`src/rtl/sermp_pkg.sv`:
```
// Shared constants and helpers for the serial control port.
// Assumes 8-bit registers; masks give the implemented bits of each register.
package sermp_pkg;

    localparam int REG_W = 8;

    typedef enum logic {
        PM_SPLIT = 1'b0,
        PM_BIDIR = 1'b1
    } port_mode_e;

    // Implemented-bit mask of register idx; all other bits stay 0.
    function automatic logic [REG_W-1:0] field_mask(input int unsigned idx);
        case (idx)
            1:       return 8'h07;
            2:       return 8'h3F;
            3:       return 8'h9F;
            7:       return 8'h0F;
            default: return 8'hFF;
        endcase
    endfunction

    // Bit reversal for LSB-first transfers.
    function automatic logic [REG_W-1:0] flip(input logic [REG_W-1:0] v);
        logic [REG_W-1:0] r;
        for (int i = 0; i < REG_W; i++) r[i] = v[REG_W-1-i];
        return r;
    endfunction

endpackage

```
`src/rtl/sermp_sync.sv`:
```
// Multi-stage synchronizer for a vector of asynchronous pins.
// Assumes each bit is independent; RST_VAL sets the idle level per bit.
module sermp_sync #(
    parameter int               WIDTH   = 4,
    parameter int               STAGES  = 2,
    parameter logic [WIDTH-1:0] RST_VAL = '0
) (
    input  logic             clk,
    input  logic             rst_n,
    input  logic [WIDTH-1:0] din,
    output logic [WIDTH-1:0] dout
);

    logic [STAGES-1:0][WIDTH-1:0] stg;

    // Shift the pin values through the synchronizer chain.
    always_ff @(posedge clk) begin
        if (!rst_n) stg <= {STAGES{RST_VAL}};
        else        stg <= {stg[STAGES-2:0], din};
    end

    assign dout = stg[STAGES-1];

endmodule

```
`src/rtl/sermp_regbank.sv`:
```
// Register bank: one write port, all contents exposed in parallel.
// Assumes write address is in range; unimplemented bits are forced to 0.
module sermp_regbank
    import sermp_pkg::*;
#(
    parameter int              NUM_REGS  = 8,
    parameter int              ADDR_W    = $clog2(NUM_REGS),
    parameter logic [REG_W-1:0] REG0_INIT = 8'h80
) (
    input  logic                      clk,
    input  logic                      rst_n,
    input  logic                      wr_en,
    input  logic [ADDR_W-1:0]         wr_addr,
    input  logic [REG_W-1:0]          wr_data,
    output logic [NUM_REGS*REG_W-1:0] regs_flat
);

    for (genvar g = 0; g < NUM_REGS; g++) begin : g_reg
        localparam logic [REG_W-1:0] INIT = (g == 0) ? REG0_INIT : '0;
        // Hold register g; load masked data when addressed.
        always_ff @(posedge clk) begin
            if (!rst_n)
                regs_flat[g*REG_W +: REG_W] <= INIT;
            else if (wr_en && wr_addr == ADDR_W'(g))
                regs_flat[g*REG_W +: REG_W] <= wr_data & field_mask(g);
        end
    end

endmodule

```
`src/rtl/sermp_engine.sv`:
```
// Session engine: mode detection, bit counting, command decode, data shift.
// Assumes synchronized inputs and SCLK at most a quarter of clk.
module sermp_engine
    import sermp_pkg::*;
#(
    parameter int NUM_REGS = 8,
    parameter int ADDR_W   = $clog2(NUM_REGS)
) (
    input  logic                      clk,
    input  logic                      rst_n,
    input  logic                      cs_s,
    input  logic                      sclk_s,
    input  logic                      d1_s,
    input  logic                      d2_s,
    input  logic [NUM_REGS*REG_W-1:0] regs_flat,
    output logic                      wr_en,
    output logic [ADDR_W-1:0]         wr_addr,
    output logic [REG_W-1:0]          wr_data,
    output logic                      rd_load,
    output logic                      data1_out,
    output logic                      data1_oe
);

    localparam int FRAME = 2 * REG_W;
    localparam int CNT_W = $clog2(FRAME + 1);
    localparam logic [CNT_W-1:0] C_CMD_LAST = CNT_W'(REG_W - 1);
    localparam logic [CNT_W-1:0] C_DATA     = CNT_W'(REG_W);
    localparam logic [CNT_W-1:0] C_LAST     = CNT_W'(FRAME - 1);
    localparam logic [CNT_W-1:0] C_FRAME    = CNT_W'(FRAME);

    logic             cs_q, sclk_q, active, rw_q;
    port_mode_e       mode;
    logic [CNT_W-1:0] cnt;
    logic [REG_W-2:0] cmd_sr, dat_sr;
    logic [REG_W-1:0] out_sr;

    logic             cs_fall, sclk_rise, sclk_fall, in_bit;
    logic [ADDR_W-1:0] cmd_addr;
    logic [REG_W-1:0] dat_full, sel_byte;

    // Edge detection and per-session input selection.
    always_comb begin
        cs_fall   = cs_q & ~cs_s;
        sclk_rise = ~sclk_q & sclk_s;
        sclk_fall = sclk_q & ~sclk_s;
        in_bit    = (mode == PM_BIDIR) ? d1_s : d2_s;
        cmd_addr  = {cmd_sr[ADDR_W-2:0], in_bit};
        dat_full  = {dat_sr, in_bit};
        sel_byte  = regs_flat[cmd_addr*REG_W +: REG_W];
    end

    assign data1_out = out_sr[REG_W-1];

    // Session state machine: one pass per 16-bit frame.
    always_ff @(posedge clk) begin
        if (!rst_n) begin
            cs_q     <= 1'b1;
            sclk_q   <= 1'b0;
            mode     <= PM_SPLIT;
            active   <= 1'b0;
            rw_q     <= 1'b0;
            cnt      <= '0;
            cmd_sr   <= '0;
            dat_sr   <= '0;
            out_sr   <= '0;
            wr_en    <= 1'b0;
            wr_addr  <= '0;
            wr_data  <= '0;
            rd_load  <= 1'b0;
            data1_oe <= 1'b0;
        end else begin
            cs_q    <= cs_s;
            sclk_q  <= sclk_s;
            wr_en   <= 1'b0;
            rd_load <= 1'b0;
            if (cs_fall) begin
                mode     <= sclk_s ? PM_BIDIR : PM_SPLIT;
                active   <= 1'b1;
                cnt      <= '0;
                data1_oe <= ~sclk_s;
            end else begin
                if (active && sclk_rise && cnt < C_FRAME) begin
                    cnt <= cnt + 1'b1;
                    if (cnt < C_DATA) begin
                        cmd_sr <= {cmd_sr[REG_W-3:0], in_bit};
                        if (cnt == C_CMD_LAST) begin
                            rw_q    <= cmd_sr[REG_W-2];
                            wr_addr <= cmd_addr;
                            if (cmd_sr[REG_W-2]) begin
                                rd_load  <= 1'b1;
                                data1_oe <= 1'b1;
                                out_sr   <= (mode == PM_BIDIR) ? flip(sel_byte) : sel_byte;
                            end
                        end
                    end else begin
                        dat_sr <= dat_full[REG_W-2:0];
                        if (cnt == C_LAST && !rw_q) begin
                            wr_en   <= 1'b1;
                            wr_data <= (mode == PM_BIDIR) ? flip(dat_full) : dat_full;
                        end
                    end
                end
                if (active && sclk_fall && rw_q && cnt > C_DATA && cnt < C_FRAME)
                    out_sr <= {out_sr[REG_W-2:0], 1'b0};
                if (cs_s) begin
                    active   <= 1'b0;
                    rd_load  <= 1'b0;
                    data1_oe <= 1'b0;
                end
            end
        end
    end

endmodule

```
`src/rtl/sermp_port.sv`:
```
// Top of the serial control port: synchronizers, session engine, registers.
// Assumes clk is at least 4x SCLK; pins may change asynchronously to clk.
module sermp_port
    import sermp_pkg::*;
#(
    parameter int               NUM_REGS    = 8,
    parameter int               SYNC_STAGES = 2,
    parameter logic [REG_W-1:0] REG0_INIT   = 8'h80
) (
    input  logic                      clk,
    input  logic                      rst_n,
    input  logic                      cs_n,
    input  logic                      sclk,
    input  logic                      data1_in,
    input  logic                      data2_in,
    output logic                      data1_out,
    output logic                      data1_oe,
    output logic [NUM_REGS*REG_W-1:0] regs_out
);

    localparam int ADDR_W = $clog2(NUM_REGS);

    logic [3:0]        pins_s;
    logic              cs_sync, sclk_sync, d1_sync, d2_sync;
    logic              wr_en, rd_load;
    logic [ADDR_W-1:0] wr_addr;
    logic [REG_W-1:0]  wr_data;

    sermp_sync #(
        .WIDTH   (4),
        .STAGES  (SYNC_STAGES),
        .RST_VAL (4'b1000)
    ) u_sync (
        .clk   (clk),
        .rst_n (rst_n),
        .din   ({cs_n, sclk, data1_in, data2_in}),
        .dout  (pins_s)
    );

    assign {cs_sync, sclk_sync, d1_sync, d2_sync} = pins_s;

    sermp_engine #(
        .NUM_REGS (NUM_REGS),
        .ADDR_W   (ADDR_W)
    ) u_engine (
        .clk       (clk),
        .rst_n     (rst_n),
        .cs_s      (cs_sync),
        .sclk_s    (sclk_sync),
        .d1_s      (d1_sync),
        .d2_s      (d2_sync),
        .regs_flat (regs_out),
        .wr_en     (wr_en),
        .wr_addr   (wr_addr),
        .wr_data   (wr_data),
        .rd_load   (rd_load),
        .data1_out (data1_out),
        .data1_oe  (data1_oe)
    );

    sermp_regbank #(
        .NUM_REGS  (NUM_REGS),
        .ADDR_W    (ADDR_W),
        .REG0_INIT (REG0_INIT)
    ) u_regs (
        .clk       (clk),
        .rst_n     (rst_n),
        .wr_en     (wr_en),
        .wr_addr   (wr_addr),
        .wr_data   (wr_data),
        .regs_flat (regs_out)
    );

endmodule

```
`config.mk`:
```
export PLATFORM = sky130hd
export DESIGN_NAME = sermp_port
export DESIGN_NICKNAME = d
export VERILOG_FILES = /design/src/rtl/sermp_pkg.sv /design/src/rtl/sermp_sync.sv /design/src/rtl/sermp_regbank.sv /design/src/rtl/sermp_engine.sv /design/src/rtl/sermp_port.sv
export SDC_FILE = /design/constraint.sdc
export NUM_CORES = 1
export LEC_CHECK = 0
export ABC_AREA = 0
export BUFFER_PORTS_ARGS = -buffer_cell sky130_fd_sc_hd__buf_4
export CORE_ASPECT_RATIO = 0.5
export CORE_MARGIN = 2
export CORE_UTILIZATION = 60
export DETAILED_ROUTE_END_ITERATION = 10
export GPL_ROUTABILITY_DRIVEN = 0
export PLACE_DENSITY = 0.9
export SYNTH_ARGS = -nofsm -noshare
export SYNTH_HDL_FRONTEND = slang
export SYNTH_HIERARCHICAL = 1
export SYNTH_SLANG_ARGS = --single-unit
```
`constraint.sdc`:
```
create_clock -name clk -period 6.1 [get_ports clk]
set_input_delay 0.305 -clock clk [delete_from_list [all_inputs] [get_ports clk]]
set_output_delay 0.305 -clock clk [all_outputs]
set_load 0.01 [all_outputs]
```
# After elaboration in Yosys (flattened, before gate mapping)
# Index checks and enable logic that the tools add are counted.
[totals] reg_bits=104 inputBits=6 output_inout_bits=66
[op_classes] addsub=1 order_cmp=3 eq_ne=9 shifts=1 muxes=18 n_bitwise=10 n_reduce_logical=34
[op_table] cell="variable part select 64 x 7 -> 8 bit" n=1
[op_table] cell="two-way mux 8 bit" n=7
[op_table] cell="logical AND 1 bit" n=15
[op_table] cell="== test 3 bit (second input constant)" n=4
[op_table] cell="AND reduction 4 bit" n=3
[op_table] cell="nonzero test 3 bit" n=4
[op_table] cell="two-way mux 1 bit" n=11
[op_table] cell="nonzero test 2 bit" n=5
[op_table] cell="NOT 1 bit" n=7
[op_table] cell="== test 3 x 2 -> 1 bit (second input constant)" n=2
[op_table] cell="AND reduction 3 bit" n=2
[op_table] cell="adder 5 x 1 -> 5 bit (second input constant)" n=1
[op_table] cell="== test 5 x 3 -> 1 bit (second input constant)" n=1
[op_table] cell="== test 5 x 4 -> 1 bit (second input constant)" n=1
[op_table] cell="greater-than comparator 5 x 4 -> 1 bit (second input constant)" n=1
[op_table] cell="less-than comparator 5 x 4 -> 1 bit (second input constant)" n=1
[op_table] cell="less-than comparator 5 bit (second input constant)" n=1
[op_table] cell="AND reduction 5 bit" n=1
[op_table] cell="OR reduction 4 bit" n=1
[op_table] cell="AND 1 bit" n=3
[op_table] cell="== test 3 x 1 -> 1 bit (second input constant)" n=1
[op_table] cell="zero test 3 bit" n=1
[op_table] cell="OR reduction 2 bit" n=1
[op_table] cell="zero test 1 bit" n=1

# Depth between registers and ports, before layout
[depth] word_depth=8 depth_mapped=9 mapped_depth_nobuf=7

# Cells and area by module
# Netlist, hierarchy kept.
[by_module_without_submodules] module="sermp_engine" instances=1 cells_per_inst=285 area_per_inst_um2=2767.7
[by_module_without_submodules] module="sermp_regbank" instances=1 cells_per_inst=196 area_per_inst_um2=1993.2
[by_module_without_submodules] module="sermp_sync" instances=1 cells_per_inst=20 area_per_inst_um2=240.2

# Least setup slack after synthesis
# Ideal clock, no wire load.
[synth_path] path_kind="reg-to-reg" start="register u_sync.stg (netlist bit u_sync/dout[0])" end="register u_engine.out_sr[6]" t_arrival_ns=1.939 t_required_ns=5.980 setup_slack_ns=4.041 path_stages_with_launch=9 n_path_buf=3 synth_period_minus_slack_ns=2.059 cell_sequence="dfxtp_1 -> buf_4 -> buf_2 -> mux2i_1 -> buf_4 -> mux4_2 -> mux2i_1 -> nor2_1 -> a211o_1"
[synth_between] elab_chain_len=8
[synth_rtl] element="start: declaration" line_no="sermp_sync.sv:14" text="logic [STAGES-1:0][WIDTH-1:0] stg;"
[synth_rtl] element="start signal: assignment" line_no="sermp_sync.sv:18" text="if (!rst_n) stg <= {STAGES{RST_VAL}};"
[synth_rtl] element="start signal: assignment" line_no="sermp_sync.sv:19" text="else stg <= {stg[STAGES-2:0], din};"
[synth_rtl] element="two-way mux 1 bit" line_no="sermp_engine.sv:46" text="in_bit = (mode == PM_BIDIR) ? d1_s : d2_s;"
[synth_rtl] element="variable part select 64 x 7 -> 8 bit" line_no="sermp_engine.sv:49" text="sel_byte = regs_flat[cmd_addr*REG_W +: REG_W];"
[synth_rtl] element="two-way mux 8 bit" line_no="sermp_engine.sv:92" text="out_sr <= (mode == PM_BIDIR) ? flip(sel_byte) : sel_byte;"
[synth_rtl] element="two-way mux 8 bit" line_no="sermp_engine.sv:89" text="if (cmd_sr[REG_W-2]) begin"
[synth_rtl] element="two-way mux 8 bit" line_no="sermp_engine.sv:86" text="if (cnt == C_CMD_LAST) begin"
[synth_rtl] element="two-way mux 8 bit" line_no="sermp_engine.sv:84" text="if (cnt < C_DATA) begin"
[synth_rtl] element="two-way mux 8 bit" line_no="sermp_engine.sv:82" text="if (active && sclk_rise && cnt < C_FRAME) begin"
[synth_rtl] element="two-way mux 8 bit" line_no="sermp_engine.sv:103" text="if (active && sclk_fall && rw_q && cnt > C_DATA && cnt < C_FRAME)"
[synth_rtl] element="end signal: assignment" line_no="sermp_engine.sv:92"
[synth_rtl] element="end signal: assignment" line_no="sermp_engine.sv:104" text="out_sr <= {out_sr[REG_W-2:0], 1'b0};"
[synth_rtl] element="end: declaration" line_no="sermp_engine.sv:35" text="logic [REG_W-1:0] out_sr;"
# Every way passes these cells. The select of a mux whose other input is x is not followed.
# A chain may end at the register's enable or synchronous reset.

# Worst setup path after layout
[layout_path] start="register u_sync.stg (netlist bit u_sync/dout[2])" end="register u_engine.wr_data[7]"
[layout_between] elab_chain_len=4
[layout_rtl] element="AND 1 bit" line_no="sermp_engine.sv:44" text="sclk_rise = ~sclk_q & sclk_s;"
[layout_rtl] element="logical AND 1 bit (2 in series)" line_no="sermp_engine.sv:82"
[layout_rtl] element="AND reduction 4 bit (no line)"
[layout_rtl] element="end signal: assignment" line_no="sermp_engine.sv:99" text="wr_data <= (mode == PM_BIDIR) ? flip(dat_full) : dat_full;"
[layout_rtl] element="end: declaration" line_no="sermp_engine.sv:18" text="output logic [REG_W-1:0] wr_data,"
# Every way passes these cells.

==> flow_summary.json <==
{
  "die_h_um": 68.4,
  "num_antenna_cells": 0,
  "finalCritPeriodShare": 0.389,
  "synth_area_mm2": 0.00498,
  "nets": 542,
  "reg2reg_depth": 5,
  "clock_path_buffers": 2,
  "finalNonFillerCells": 650,
  "rows": 23,
  "grt_remaining_overflow": 0,
  "ys_warn_count": 6,
  "grt_usage": 0.266,
  "root_buffer": "clkbuf_16",
  "dpl.hpwl_um": 8080,
  "wl_met1_um": 5140,
  "dr_total_vias": 3890,
  "power_density_mw_per_mm2": 233,
  "synthCells": 499,
  "finalPower_mw": 1.31,
  "cp.arrival_ns": 2.62,
  "route.detailed.drc": 0,
  "core_area_mm2": 0.00803,
  "die-area_mm2": 0.00908,
  "fin_area_mm2": 0.00562,
  "hp-class": "in2reg",
  "grt_max_degree": 80,
  "cp-startpoint": "u_sync/dout[2]",
  "post_cts_buffers": 0,
  "min-delay-start": "cs_n",
  "wirelength_um": 11900,
  "setup_violations": 0,
  "drv_slew": 0,
  "syn2layout_area_growth_pct": 12.9,
  "r2r-start": "u_sync/dout[2]",
  "highest_layer": "met4",
  "skew_ns": 0.00523,
  "dr_wl_met2_um": 5340,
  "final.setup.tns_ns": 0,
  "whs_path_depth": 2,
  "endpoint_kind": "flop",
  "antenna_left": 0,
  "clkLatencyLatePin_ns": 0.36,
  "crit_fanout": 17,
  "drive_above_1_share": 0.186,
  "numPortBuffers": 58,
  "final_cell_mix": "mux2i_1, dfxtp_1, nand2_1, buf_4, nor2_1",
  "worst_pin_slew_ns": 0.909,
  "rsz0062_at_grt": "false",
  "antenna_found_initial": 0,
  "hold_violations": 0,
  "cp.required_ns": 6.35,
  "drt-pass1-iter-count": 5,
  "final.min_clock_period_ns": 2.37,
  "start_util": 0.620,
  "maxSlewHeadroom": 0.394,
  "grt_pass1_wl_um": 18200,
  "route.met3.wl_um": 996,
  "dp_cells": 634,
  "die_w_um": 133,
  "cts_tree": "done",
  "run_status": "finished, final reports clean",
  "viasPerCell": 5.98,
  "fmax_mhz": 422,
  "cts_buffers": 9,
  "crit_type": "reg2reg",
  "io_pins": 72,
  "h-tree-depth": 3,
  "cts.sinks": 104,
  "power.leakage_nw": 2.43,
  "drtIter0Drc": 284,
  "synth_area_per_cell_um2": 9.97,
  "final_common_cell": "mux2i_1",
  "fin_ws_ns": 3.73,
  "crit_path_start_kind": "flop",
  "wl_per_cell_um": 18.2,
  "maxCapViolCount": 0,
  "clk_pin_slew_ns": 0.07,
  "grt_pass1_vias": 3622,
  "n_fill_cell": 574,
  "placed_cell_area_mm2": 0.00532,
  "pre_cts_ws_ns": 3.75,
  "peakVddDrop_mv": 0.133,
  "postCtsHoldBufs": 0,
  "post_cts_resized": 0
}
-- layer usage --
metal	vias up	GRT usage
met4	0	0.125
met2	189	0.435
met5	-	0
met3	43	0.0830
li1	1804	-
met1	1854	0.328
-- final cells by class --
class | instances | area (um2) | share of cell area
Timing Repair Buffer | 62 | 465 | 0.0828
Clock buffer | 9 | 225 | 0.0401
Inverter | 4 | 15.0 | 0.00267
Multi-Input combinational cell | 352 | 2620 | 0.466
Tap cell | 112 | 140 | 0.0249
Sequential cell | 104 | 2080 | 0.370
Clock inverter | 7 | 75.1 | 0.0134
-- report_power, final --
part	switching [mW]	leakage [nW]	internal, mW	total [mW]
sequential	0.00478	0.839	0.682	0.687
combinational	0.0241	1.44	0.0115	0.0356
clock	0.262	0.151	0.322	0.585
-- final timing paths --
| check | end | slack (ns) |
|---|---|---|
| setup / recovery | u_engine/wr_data[7] | 3.73 |
| hold reg to reg | u_sync/dout[3] | 0.41 |
| setup reg to reg | u_engine/wr_data[7] | 3.73 |
| hold / removal | u_sync/stg[3] | 0.13 |
-- flip-flops by register name (all words and copies together) (netlist names) --
register	cells
u_engine/data1_oe	1
u_engine/rw_q	1
u_engine/cmd_sr	7
u_engine/active	1
u_sync/dout	4
u_engine/wr_data	8
u_engine/wr_en	1
u_engine/sclk_q	1
u_engine/out_sr	8
u_engine/cnt	5
u_engine/mode	1
u_engine/wr_addr	3
u_regs/regs_flat	51
u_engine/dat_sr	7
u_sync/stg	4
u_engine/cs_q	1
-- critical path, stage by stage, from the launching register on --
cell and delay (ns):
dfxtp_1 0.41, nand4bb_1 0.36, nor3_4 0.54, and3b_1 0.61, nor2_1 0.09, a211oi_1 0.27
-- through the flow --
stage,hold slack (ns),utilization
after CTS,0.124,0.700
after detailed placement,0.395,0.663
after global placement,0.388,0.663
after global routing,0.123,0.700
after floorplan,0.378,-
final,0.130,0.700
No activity file was read; power rests on OpenSTA's default activity.
